`src/rtl/evt_pkg.sv`:
```
package evt_pkg;

    localparam int MIN_CH   = 3;
    localparam int MAX_CH   = 24;
    localparam int DATA_W   = 32;
    localparam int CH_IDX_W = 5;

    localparam int OFS_CAP_LO = 'h000;
    localparam int OFS_CAP_HI = 'h004;
    localparam int OFS_CFG_LO = 'h010;
    localparam int OFS_CFG_HI = 'h014;
    localparam int OFS_STS    = 'h020;
    localparam int OFS_CNT_LO = 'h0F0;
    localparam int OFS_CNT_HI = 'h0F4;
    localparam int CH_BASE    = 'h100;
    localparam int CH_STRIDE_LG = 5;

    function automatic int clamp_ch(input int n);
        if (n < MIN_CH) return MIN_CH;
        if (n > MAX_CH) return MAX_CH;
        return n;
    endfunction

    typedef enum logic [2:0] {
        CR_NONE, CR_CFG_LO, CR_CFG_HI, CR_CMP_LO, CR_CMP_HI, CR_RT_LO, CR_RT_HI
    } chreg_e;

    typedef enum logic [2:0] {
        GR_NONE, GR_CAP_LO, GR_CAP_HI, GR_CFG_LO, GR_CFG_HI, GR_STS, GR_CNT_LO, GR_CNT_HI
    } glbreg_e;

    typedef struct packed {
        glbreg_e              greg;
        chreg_e               creg;
        logic [CH_IDX_W-1:0]  ch_idx;
        logic                 ch_hit;
    } dec_t;

    typedef enum logic {
        CNT_HALTED,
        CNT_RUNNING
    } cnt_state_e;

endpackage

```
`src/rtl/evt_addr_dec.sv`:
```
module evt_addr_dec #(
    parameter int ADDR_W = 10,
    parameter int NUM_CH = 3
) (
    input  logic [ADDR_W-1:0] addr,
    output evt_pkg::dec_t     dec
);
    import evt_pkg::*;

    localparam logic [ADDR_W-1:0] BASE = ADDR_W'(CH_BASE);

    logic [ADDR_W-1:0] rel;
    logic              in_win;

    always_comb begin
        rel    = addr - BASE;
        in_win = (addr >= BASE);
        dec    = '{greg: GR_NONE, creg: CR_NONE, ch_idx: '0, ch_hit: 1'b0};
        if (in_win) begin
            dec.ch_idx = CH_IDX_W'(rel >> CH_STRIDE_LG);
            dec.ch_hit = ((rel >> CH_STRIDE_LG) < ADDR_W'(NUM_CH));
            case (rel[CH_STRIDE_LG-1:0])
                5'h00:   dec.creg = CR_CFG_LO;
                5'h04:   dec.creg = CR_CFG_HI;
                5'h08:   dec.creg = CR_CMP_LO;
                5'h0C:   dec.creg = CR_CMP_HI;
                5'h10:   dec.creg = CR_RT_LO;
                5'h14:   dec.creg = CR_RT_HI;
                default: dec.creg = CR_NONE;
            endcase
            if (!dec.ch_hit) dec.creg = CR_NONE;
        end else begin
            case (addr)
                ADDR_W'(OFS_CAP_LO): dec.greg = GR_CAP_LO;
                ADDR_W'(OFS_CAP_HI): dec.greg = GR_CAP_HI;
                ADDR_W'(OFS_CFG_LO): dec.greg = GR_CFG_LO;
                ADDR_W'(OFS_CFG_HI): dec.greg = GR_CFG_HI;
                ADDR_W'(OFS_STS):    dec.greg = GR_STS;
                ADDR_W'(OFS_CNT_LO): dec.greg = GR_CNT_LO;
                ADDR_W'(OFS_CNT_HI): dec.greg = GR_CNT_HI;
                default:             dec.greg = GR_NONE;
            endcase
        end
    end

endmodule

```
`src/rtl/evt_main_counter.sv`:
```
module evt_main_counter #(
    parameter int DATA_W = 32,
    parameter int CNT_W  = 64
) (
    input  logic              clk,
    input  logic              rst_n,
    input  logic              ctl_wr,
    input  logic              en_bit,
    input  logic              leg_bit,
    input  logic              cnt_wr_lo,
    input  logic              cnt_wr_hi,
    input  logic [DATA_W-1:0] wdata,
    output logic [CNT_W-1:0]  count,
    output logic              running,
    output logic              legacy,
    output logic              arm_evt,
    output logic              disarm_evt
);
    import evt_pkg::*;

    localparam int HALF = CNT_W / 2;

    cnt_state_e state, state_nx;
    logic       t_start, t_stop;

    // state register
    always_ff @(posedge clk or negedge rst_n) begin
        if (!rst_n) state <= CNT_HALTED;
        else        state <= state_nx;
    end

    // transitions: T_START (HALTED->RUNNING), T_STOP (RUNNING->HALTED)
    always_comb begin
        state_nx = state;
        t_start  = 1'b0;
        t_stop   = 1'b0;
        unique case (state)
            CNT_HALTED: if (ctl_wr && en_bit) begin
                state_nx = CNT_RUNNING;
                t_start  = 1'b1;
            end
            CNT_RUNNING: if (ctl_wr && !en_bit) begin
                state_nx = CNT_HALTED;
                t_stop   = 1'b1;
            end
        endcase
    end

    // counter datapath
    always_ff @(posedge clk or negedge rst_n) begin
        if (!rst_n) begin
            count <= '0;
        end else if (state == CNT_RUNNING) begin
            count <= count + CNT_W'(1);
        end else if (cnt_wr_lo) begin
            count[HALF-1:0] <= HALF'(wdata);
        end else if (cnt_wr_hi) begin
            count[CNT_W-1:HALF] <= HALF'(wdata);
        end
    end

    // outputs
    always_ff @(posedge clk or negedge rst_n) begin
        if (!rst_n) begin
            arm_evt    <= 1'b0;
            disarm_evt <= 1'b0;
            legacy     <= 1'b0;
        end else begin
            arm_evt    <= t_start;
            disarm_evt <= t_stop;
            if (ctl_wr) legacy <= leg_bit;
        end
    end

    assign running = (state == CNT_RUNNING);

endmodule

```
`src/rtl/evt_chan_regs.sv`:
```
module evt_chan_regs #(
    parameter int          DATA_W    = 32,
    parameter logic [31:0] CFG_WMASK = 32'h0000_7F4E
) (
    input  logic                 clk,
    input  logic                 rst_n,
    input  logic                 wr_en,
    input  evt_pkg::chreg_e      creg,
    input  logic [DATA_W-1:0]    wdata,
    input  logic                 arm_evt,
    input  logic                 disarm_evt,
    output logic [DATA_W-1:0]    cfg,
    output logic [2*DATA_W-1:0]  cmp,
    output logic [2*DATA_W-1:0]  route,
    output logic                 cfg_wr,
    output logic                 cmp_wr,
    output logic                 route_wr,
    output logic                 arm,
    output logic                 disarm
);
    import evt_pkg::*;

    always_ff @(posedge clk or negedge rst_n) begin
        if (!rst_n) begin
            cfg      <= '0;
            cmp      <= '1;
            route    <= '0;
            cfg_wr   <= 1'b0;
            cmp_wr   <= 1'b0;
            route_wr <= 1'b0;
        end else begin
            cfg_wr   <= wr_en && (creg == CR_CFG_LO);
            cmp_wr   <= wr_en && (creg == CR_CMP_LO || creg == CR_CMP_HI);
            route_wr <= wr_en && (creg == CR_RT_LO || creg == CR_RT_HI);
            if (wr_en) begin
                case (creg)
                    CR_CFG_LO: cfg                     <= wdata & CFG_WMASK;
                    CR_CMP_LO: cmp[DATA_W-1:0]         <= wdata;
                    CR_CMP_HI: cmp[2*DATA_W-1:DATA_W]  <= wdata;
                    CR_RT_LO:  route[DATA_W-1:0]       <= wdata;
                    CR_RT_HI:  route[2*DATA_W-1:DATA_W] <= wdata;
                    default: ;
                endcase
            end
        end
    end

    assign arm    = arm_evt && (cmp != '1);
    assign disarm = disarm_evt;

endmodule

```
`src/rtl/evt_regfile.sv`:
```
module evt_regfile #(
    parameter int          ADDR_W     = 10,
    parameter int          NUM_CH_REQ = 3,
    parameter logic [15:0] VENDOR     = 16'h5A17,
    parameter logic [7:0]  REVISION   = 8'h01,
    parameter logic [31:0] TICK_FS    = 32'd10_000_000,
    parameter logic [31:0] ROUTE_CAP  = 32'h00C0_0000,
    parameter logic [31:0] CFG_WMASK  = 32'h0000_7F4E,
    parameter logic [31:0] CFG_FIXED  = 32'h0000_0030,
    localparam int         NUM_CH     = evt_pkg::clamp_ch(NUM_CH_REQ),
    localparam int         DW         = evt_pkg::DATA_W
) (
    input  logic                 clk,
    input  logic                 rst_n,
    input  logic                 bus_valid,
    input  logic                 bus_write,
    input  logic [ADDR_W-1:0]    bus_addr,
    input  logic [DW-1:0]        bus_wdata,
    output logic [DW-1:0]        bus_rdata,
    output logic                 bus_rvalid,
    input  logic [NUM_CH-1:0]    ch_status,
    output logic [NUM_CH-1:0]    sts_clr,
    output logic [2*DW-1:0]      cnt_value,
    output logic                 cnt_running,
    output logic                 legacy_mode,
    output logic [NUM_CH*DW-1:0]   ch_cfg,
    output logic [NUM_CH*2*DW-1:0] ch_cmp,
    output logic [NUM_CH*2*DW-1:0] ch_route,
    output logic [NUM_CH-1:0]    ch_cfg_wr,
    output logic [NUM_CH-1:0]    ch_cmp_wr,
    output logic [NUM_CH-1:0]    ch_route_wr,
    output logic [NUM_CH-1:0]    ch_arm,
    output logic [NUM_CH-1:0]    ch_disarm
);
    import evt_pkg::*;

    localparam logic [DW-1:0] CAP_LO =
        {VENDOR, 1'b1, 1'b0, 1'b1, 5'(NUM_CH - 1), REVISION};

    dec_t  dec;
    logic  wr_any, rd_any;
    logic  arm_evt, disarm_evt;
    logic [DW-1:0]   rd_mux;
    logic [DW-1:0]   cfg_q   [NUM_CH];
    logic [2*DW-1:0] cmp_q   [NUM_CH];
    logic [2*DW-1:0] route_q [NUM_CH];

    assign wr_any = bus_valid && bus_write;
    assign rd_any = bus_valid && !bus_write;

    evt_addr_dec #(.ADDR_W(ADDR_W), .NUM_CH(NUM_CH)) u_dec (
        .addr (bus_addr),
        .dec  (dec)
    );

    evt_main_counter #(.DATA_W(DW), .CNT_W(2*DW)) u_cnt (
        .clk        (clk),
        .rst_n      (rst_n),
        .ctl_wr     (wr_any && dec.greg == GR_CFG_LO),
        .en_bit     (bus_wdata[0]),
        .leg_bit    (bus_wdata[1]),
        .cnt_wr_lo  (wr_any && dec.greg == GR_CNT_LO),
        .cnt_wr_hi  (wr_any && dec.greg == GR_CNT_HI),
        .wdata      (bus_wdata),
        .count      (cnt_value),
        .running    (cnt_running),
        .legacy     (legacy_mode),
        .arm_evt    (arm_evt),
        .disarm_evt (disarm_evt)
    );

    for (genvar g = 0; g < NUM_CH; g++) begin : g_ch
        evt_chan_regs #(.DATA_W(DW), .CFG_WMASK(CFG_WMASK)) u_ch (
            .clk        (clk),
            .rst_n      (rst_n),
            .wr_en      (wr_any && dec.ch_hit && dec.ch_idx == CH_IDX_W'(g)),
            .creg       (dec.creg),
            .wdata      (bus_wdata),
            .arm_evt    (arm_evt),
            .disarm_evt (disarm_evt),
            .cfg        (cfg_q[g]),
            .cmp        (cmp_q[g]),
            .route      (route_q[g]),
            .cfg_wr     (ch_cfg_wr[g]),
            .cmp_wr     (ch_cmp_wr[g]),
            .route_wr   (ch_route_wr[g]),
            .arm        (ch_arm[g]),
            .disarm     (ch_disarm[g])
        );
        assign ch_cfg[g*DW +: DW]         = cfg_q[g];
        assign ch_cmp[g*2*DW +: 2*DW]     = cmp_q[g];
        assign ch_route[g*2*DW +: 2*DW]   = route_q[g];
    end

    always_comb begin
        rd_mux = '0;
        case (dec.greg)
            GR_CAP_LO: rd_mux = CAP_LO;
            GR_CAP_HI: rd_mux = TICK_FS;
            GR_CFG_LO: rd_mux = {{(DW-2){1'b0}}, legacy_mode, cnt_running};
            GR_STS:    rd_mux = DW'(ch_status);
            GR_CNT_LO: rd_mux = cnt_value[DW-1:0];
            GR_CNT_HI: rd_mux = cnt_value[2*DW-1:DW];
            default:   rd_mux = '0;
        endcase
        for (int i = 0; i < NUM_CH; i++) begin
            if (dec.ch_hit && dec.ch_idx == CH_IDX_W'(i)) begin
                case (dec.creg)
                    CR_CFG_LO: rd_mux = cfg_q[i] | CFG_FIXED;
                    CR_CFG_HI: rd_mux = ROUTE_CAP;
                    CR_CMP_LO: rd_mux = cmp_q[i][DW-1:0];
                    CR_CMP_HI: rd_mux = cmp_q[i][2*DW-1:DW];
                    CR_RT_LO:  rd_mux = route_q[i][DW-1:0];
                    CR_RT_HI:  rd_mux = route_q[i][2*DW-1:DW];
                    default: ;
                endcase
            end
        end
    end

    always_ff @(posedge clk or negedge rst_n) begin
        if (!rst_n) begin
            bus_rdata  <= '0;
            bus_rvalid <= 1'b0;
            sts_clr    <= '0;
        end else begin
            bus_rvalid <= rd_any;
            if (rd_any) bus_rdata <= rd_mux;
            sts_clr <= (wr_any && dec.greg == GR_STS) ?
                       (bus_wdata[NUM_CH-1:0] & ch_status) : '0;
        end
    end

endmodule

```
`config.mk`:
```
export PLATFORM = sky130hd
export DESIGN_NAME = evt_regfile
export DESIGN_NICKNAME = d
export VERILOG_FILES = /design/src/rtl/evt_pkg.sv /design/src/rtl/evt_addr_dec.sv /design/src/rtl/evt_main_counter.sv /design/src/rtl/evt_chan_regs.sv /design/src/rtl/evt_regfile.sv
export SDC_FILE = /design/constraint.sdc
export NUM_CORES = 1
export LEC_CHECK = 0
export ABC_CLOCK_PERIOD_IN_PS = 2100
export BUFFER_PORTS_ARGS = -buffer_cell sky130_fd_sc_hd__buf_2
export CORE_UTILIZATION = 35
export CTS_CLUSTER_DIAMETER = 150
export DETAILED_ROUTE_END_ITERATION = 8
export SLEW_MARGIN = 25
export SYNTH_ARGS = -nofsm -noshare
export SYNTH_HDL_FRONTEND = slang
export SYNTH_SLANG_ARGS = --single-unit
```
`constraint.sdc`:
```
create_clock -name clk -period 2.1 [get_ports clk]
set_input_delay 0.105 -clock clk [delete_from_list [all_inputs] [get_ports clk]]
set_output_delay 0.105 -clock clk [all_outputs]
set_load 0.005 [all_outputs]
```
==> results of run 1 <==
## timing repair
item                                   in CTS  in global routing
hold buffers                               24                  0
cloned                                      0                  4
resized for setup                          21                 92
pin swaps                                  22                 66
setup buffers                              32                 29
setup endpoints to repair                   8                 30
endpoints found under the hold margin     418                  0
## placed cells by master (no fill, tap or decap), drive strengths merged, types with 65 or more instances in the layout
| master | n |
|---|---|
| mux2 | 405 |
| a21oi | 91 |
| buf | 1033 |
| dfstp | 192 |
| dfrtp | 338 |
| nor2 | 122 |
| a22oi | 78 |
| clkbuf | 95 |
| nand4 | 65 |
| o21ai | 116 |
| nand2 | 184 |
## power groups by stage
stage	clock, mW	sequential, mW	combinational, mW
3_3_place_gp	0	10.6	2.07
6_report	11.2	10.5	2.19
3_5_place_dp	0	10.6	2.07
4_1_cts	11.3	10.5	2.12
2_1_floorplan	0	10.7	0.677
5_1_grt	11.7	10.5	2.30
## critical path, delay by kind of cell (launching register included)
| family | cells | cell delay [ns] |
|---|---|---|
| flops | 1 | 0.57 |
| buf+inv | 2 | 0.39 |
| compound gates | 1 | 0.16 |
| simple gates | 2 | 0.45 |
## cells by family (layout without fill, tap and decap cells)
family | count (synthesis) | in the layout | synth area share (%)
AOI/OAI and AO/OA | 510 | 510 | 13.06
xor gates and xnor gates | 16 | 16 | 0.5242
adders and majority gates | 1 | 1 | 0.04680
buffers and inverters | 288 | 1195 | 5.481
DFF | 530 | 530 | 50.51
muxes | 456 | 456 | 18.97
other | 1 | 64 | 0.01403
and+or+nand+nor | 608 | 608 | 11.39
## per-layer routing
metal  wire [um]  track usage, %  vias to the layer above  share of wire (%)
met5          36               0                        -              0.027
met4        7696           15.87                        6                5.7
met3       11910           7.178                      313                8.8
met2       61750           53.54                     1459                 46
met1       54110           44.29                    13200                 40
li1            -               -                    10660                  -
## metrics by stage
step	utilization (%)	TNS [ns]	instance area [sq um]	setup slack, ns	hold WS, ns
floorplan	-	0	26960	0.004336	-0.1906
global placement	44.42	-42.12	33290	-0.2959	0.01522
detailed placement	44.42	-45.20	33290	-0.2389	0.005396
CTS	48.02	-0.4110	35990	-0.1672	0.003743
global route	49.17	-2.927	36850	-0.2547	0.01846
finish	49.17	-0.7844	36850	-0.2235	0.02477
## path summary, 6_finish.rpt
check / end / slack [ns] / cells after the start / start
min reg2reg: bus_rdata[22] / 0.50 / 2 / bus_rdata[22]
min: u_cnt.count[30] / 0.02 / 2 / bus_wdata[30]
min in group asynchronous: g_ch[0].u_ch.route_wr / 0.14 / 3 / rst_n
max reg2reg: u_cnt.count[62] / -0.08 / 7 / u_cnt.count[12]
max: ch_arm[1] / -0.22 / 5 / g_ch[1].u_ch.cmp[9]
max in group asynchronous: g_ch[1].u_ch.cmp[42] / 1.38 / 3 / rst_n
## sequential cells by signal, indices dropped and copies added (netlist names), named ones only
| signal | flops |
|---|---|
| g_ch.u_ch.cmp | 192 |
| g_ch.u_ch.route | 192 |
| u_cnt.legacy | 1 |
| bus_rdata | 32 |
| sts_clr | 3 |
| u_cnt.arm_evt | 1 |
| g_ch.u_ch.cmp_wr | 3 |
| g_ch.u_ch.cfg_wr | 3 |
| bus_rvalid | 1 |
| g_ch.u_ch.cfg | 33 |
| g_ch.u_ch.route_wr | 3 |
| u_cnt.count | 64 |
| u_cnt.disarm_evt | 1 |
## final cells by class
cell class              instances  area [sq um]  area share, %
flip-flops and latches        530         13500          36.64
multi-input cells            1654         12710          34.49
repair buffers               1059          7247          19.66
clock buffers                  92          1814          4.923
well taps                     969          1212          3.290
clock inverters                22         277.8         0.7537
inverters                      22         82.58         0.2241
diodes                          1         2.502       0.006790
==> metrics.txt, run 1 <==
layout cells sized above 1 54.39%; Design Power 23.83 mW; H-tree depth 2; Synth Register Bits 530; Data arrival, critical path 2.22 ns; worst slew pin tran 0.7891 ns; number of global-route vias before repair 24450; Post-Syn Area 0.02673 sq mm; Routed WL 135500 um; Hold WC Path Type in2reg; Pwr per Cell Area 646.6 mW/mm^2; Post-synth top cells 404 x mux2_2, 338 x dfrtp_1, 192 x dfstp_2, 176 x nand2_1, 122 x nor2_1; Comb pwr share 9.2%; Post-synth EDFFs 0; GRT Total Usage 33.89%; Slew Limit Fails 0; DRT iter0 DRCs 2648; Critical Path Max Stage Delay 0.57 ns; WS Path Type reg2out; worst rel slew slack 46.68%; slowest CP cell dfstp_2; vias after detailed routing 25640; dpl cells 4148; synth-to-layout area growth 37.86%; YS warnings 0; # port buffers 582; Final HPWL DP 101100 um; setup violators final 10; Peak Freq 0.4304 GHz; Max-cap violations 0; cell with the most instances after synthesis mux2_2; endpoints failing hold 0; largest vdd supply drop 679.6 uV; ys async rst share 100.0%; CP Cell Sequence nand4_1 > nor4_2 > buf_4 > a41oi_4 > buf_6; NetSw 6.162 mW; leakage 18.35 nW; P_int 17.67 mW; area leader, netlist dfrtp_1; CP endpoint kind primary output; fin crit share 110.6%; Clk pin slew, worst setup/hold paths 0.06 ns; IO Pins 646; fin cells 4349; Worst setup SP type flop; post-synth cell types 71; Layout Skew 0.02695 ns; fin nets 3377; Die Wd 278.4 um; CTS sink cnt 530; TritonCTS clock tree yes; DRT antenna net count 0; drt drc 7; RD Place Congestion 0.9571; Clock power frac 46.9%; RSZ-0062 raised after global routing true; first-pass GRT wire length 188100 um; CTS Root Cell clkbuf_16; # rows 100; Setup WS post-layout -0.2235 ns; status finished with violations; die area 0.07749 sq mm; largest net degree at the start of global routing 90; Worst EP required 2.00 ns; cells after synthesis 2410; Synth top area share 31.64%; Core Area 0.07495 sq mm; top cells by area, synth dfrtp_1 32%, dfstp_2 19%, mux2_2 17%, nand2_1 2.5%, buf_4 2.4%; Initial Utilization 35.67%; sequential cell area fraction in the yosys report 50.51%; clk_lat worst skew 0.66 ns; Most used DFF post-synth dfrtp_1; die height 278.4 um; initial antenna violation count 6; drt wl/cell 31.16 um; failing checks design-rule violations, negative setup slack; DR pass1 iterations 9; crit path max fanout 4; Flop pwr share 43.9%; CTS Buf Count 60; total gr overflow 0; filler cell count 7020; Net Sw Frac 25.86%; vias per inst 5.895; clock buffer depth 3; Final Critical Period 2.323 ns; mean post-synth cell area 11.09 sq um
Power figures use the tool's default switching activity.
==> inputs of run 2 (changes only) <==
--- a/config.mk
+++ b/config.mk
@@ -10,6 +10,8 @@
 export CORE_UTILIZATION = 35
 export CTS_CLUSTER_DIAMETER = 150
 export DETAILED_ROUTE_END_ITERATION = 8
+export GPL_ROUTABILITY_DRIVEN = 0
+export PLACE_DENSITY_LB_ADDON = 0.1
 export SLEW_MARGIN = 25
 export SYNTH_ARGS = -nofsm -noshare
 export SYNTH_HDL_FRONTEND = slang
==> constraint.sdc (replaced) <==
create_clock -name clk -period 2.1 [get_ports clk]
set_input_delay 0.42 -clock clk [delete_from_list [all_inputs] [get_ports clk]]
set_output_delay 0.42 -clock clk [all_outputs]
set_load 0.005 [all_outputs]
==> metrics.txt, run 2 (synthesis gave the netlist of run 1 again) <==
status finished with violations (unchanged); failing checks negative setup slack (was design-rule violations, negative setup slack); largest vdd supply drop 454.8 uV (was 679.6 uV); GRT Total Usage 35.52% (was 33.89%); leakage 18.81 nW (was 18.35 nW); Initial Utilization 35.67% (unchanged); post-route cell area 0.03770 sq mm (was 0.03685 sq mm); fin crit share 131.0% (was 110.6%); DRT antenna net count 0 (unchanged); DR pass1 iterations 7 (was 9); Slew Limit Fails 0 (unchanged); slowest CP cell dfstp_2 (unchanged); filler cell count 6926 (was 7020); CTS Root Cell clkbuf_16 (unchanged); die height 278.4 um (unchanged); Pwr per Cell Area 641.4 mW/mm^2 (was 646.6 mW/mm^2); multi-input logic area 0.01285 sq mm (was 0.01271 sq mm); drt drc 0 (was 7); setup violators final 22 (was 10); clk_lat worst skew 0.62 ns (was 0.66 ns); IO Pins 646 (unchanged); fin nets 3454 (was 3377); worst slew pin tran 0.7408 ns (was 0.7891 ns); # port buffers 582 (unchanged); Routed WL 142800 um (was 135500 um); RSZ-0062 raised after global routing true (unchanged); commonest non-fill, non-tap cells in the layout 576 x buf_2, 473 x buf_4, 374 x mux2_2, 335 x dfrtp_1, 192 x dfstp_2 (was 578 x buf_2, 404 x mux2_2, 398 x buf_4, 337 x dfrtp_1, 192 x dfstp_2); Setup WS post-layout -0.6504 ns (was -0.2235 ns); Hold WC Path Type in2reg (unchanged); layout cells sized above 1 56.22% (was 54.39%); Peak Freq 0.3636 GHz (was 0.4304 GHz); Seq. cell area 0.01351 sq mm (was 0.01350 sq mm); CTS sink cnt 530 (unchanged); Final Critical Period 2.750 ns (was 2.323 ns); CP endpoint kind primary output (unchanged); # rows 100 (unchanged); first-pass GRT wire length 197000 um (was 188100 um); commonest non-fill, non-tap cell in the layout buf_2 (unchanged); clock buffer depth 3 (unchanged); CTS Buf Count 66 (was 60); TritonCTS clock tree yes (unchanged); total gr overflow 0 (unchanged); Cell Area, Placed 0.03427 sq mm (was 0.03329 sq mm); endpoints failing hold 0 (unchanged); crit path max fanout 4 (unchanged); Max-cap violations 0 (unchanged); die area 0.07749 sq mm (unchanged); Clk pin slew, worst setup/hold paths 0.06 ns (about the same); biggest regs g_ch.u_ch.cmp x192, g_ch.u_ch.route x192, u_cnt.count x64 (unchanged); cell seen most often among critical-path stages buf_4; vias after detailed routing 26400 (was 25640); Critical Path Max Stage Delay 0.60 ns (was 0.57 ns); Worst EP required 1.68 ns (was 2.00 ns); Design Power 24.18 mW (was 23.83 mW); WS Path Type reg2out (unchanged); Layout Skew 0.03161 ns (was 0.02695 ns); number of global-route vias before repair 25860 (was 24450); worst rel slew slack 50.51% (was 46.68%); DRT iter0 DRCs 2831 (was 2648); Worst setup SP type flop (unchanged); H-tree depth 3 (was 2); vias per inst 5.964 (was 5.895); Core Area 0.07495 sq mm (unchanged); Final HPWL DP 107400 um (was 101100 um); drt wl/cell 32.26 um (was 31.16 um); Die Wd 278.4 um (unchanged); initial antenna violation count 6 (unchanged); Data arrival, critical path 2.33 ns (was 2.22 ns); largest net degree at the start of global routing 81 (was 90); CP Cell Sequence nand4_1 > nor4_2 > buf_4 > a41oi_2 > buf_4 > buf_6 (was nand4_1 > nor4_2 > buf_4 > a41oi_4 > buf_6); synth-to-layout area growth 41.03% (was 37.86%)
==> run 2: timing repair <==
action	4_1_cts	5_1_grt
cloned	0	6
hold endpoints to repair	12	0
hold buffers	1	0
pin swaps	14	70
gates resized for setup	23	133
endpoints found under the setup margin	14	53
buffers inserted	14	31
==> run 2: area by class of cell <==
cell class                      instances  area share (%)
Tap cell                              969           3.216
Clock buffer                          102           5.141
Sequential cell                       530           35.83
Inverter                               22          0.2191
Antenna cell                            2         0.01328
Multi-Input combinational cell       1654           34.08
Timing Repair Buffer                 1130           20.99
Clock inverter                         18          0.5178
==> run 2: critical path, delay by kind of cell, from the launching register on <==
kind / cells / cell delay (ns)
AOI/OAI and AO/OA: 1 / 0.14
buffers and inverters: 3 / 0.52
DFF: 1 / 0.60
and+or+nand+nor: 2 / 0.46
==> run 2: final timing paths <==
kind                                           to                  from  cells after the start  slack [ns]
setup / recovery                        ch_arm[0]  g_ch[0].u_ch.cmp[20]                      6       -0.65
hold / removal             g_ch[0].u_ch.route[12]         bus_wdata[12]                      2        0.15
setup reg to reg                  u_cnt.count[62]       u_cnt.count[18]                      9       -0.15
hold reg to reg               g_ch[2].u_ch.cmp[0]   g_ch[2].u_ch.cmp[0]                      2        0.51
max in group asynchronous    g_ch[2].u_ch.cmp[63]                 rst_n                      3        0.93
min in group asynchronous            bus_rdata[6]                 rst_n                      2        0.33
==> run 2: stage by stage <==
stage / cells / setup slack (ns) / setup TNS [ns] / hold WS [ns] / util, %
2_1_floorplan: 2472 / -0.06416 / -5.648 / 0.1244 / -
3_3_place_gp: 4254 / -0.7176 / -171.14 / 0.3708 / 45.73
3_5_place_dp: 4254 / -0.7046 / -189.48 / 0.3653 / 45.73
4_1_cts: 4389 / -0.6760 / -1.646 / 0.1206 / 48.92
5_1_grt: 4425 / -0.6950 / -4.361 / 0.1294 / 50.29
6_report: 4427 / -0.6504 / -2.757 / 0.1504 / 50.30
==> run 2: metal layers <==
layer	global-route usage [%]	part of all wire [%]	vias up
li1	-	-	10840
met1	46.35	40	13640
met2	56.32	46	1548
met3	6.548	7.8	375
met4	17.95	5.8	4
met5	0.2502	0.027	-
==> run 2: report_power, final <==
part / switching [mW] / total, mW / internal [mW]
Sequential: 0.116 / 10.5 / 10.4
Combinational: 1.52 / 2.30 / 0.773
Clock: 4.76 / 11.4 / 6.64
Total: 6.40 / 24.2 / 17.8
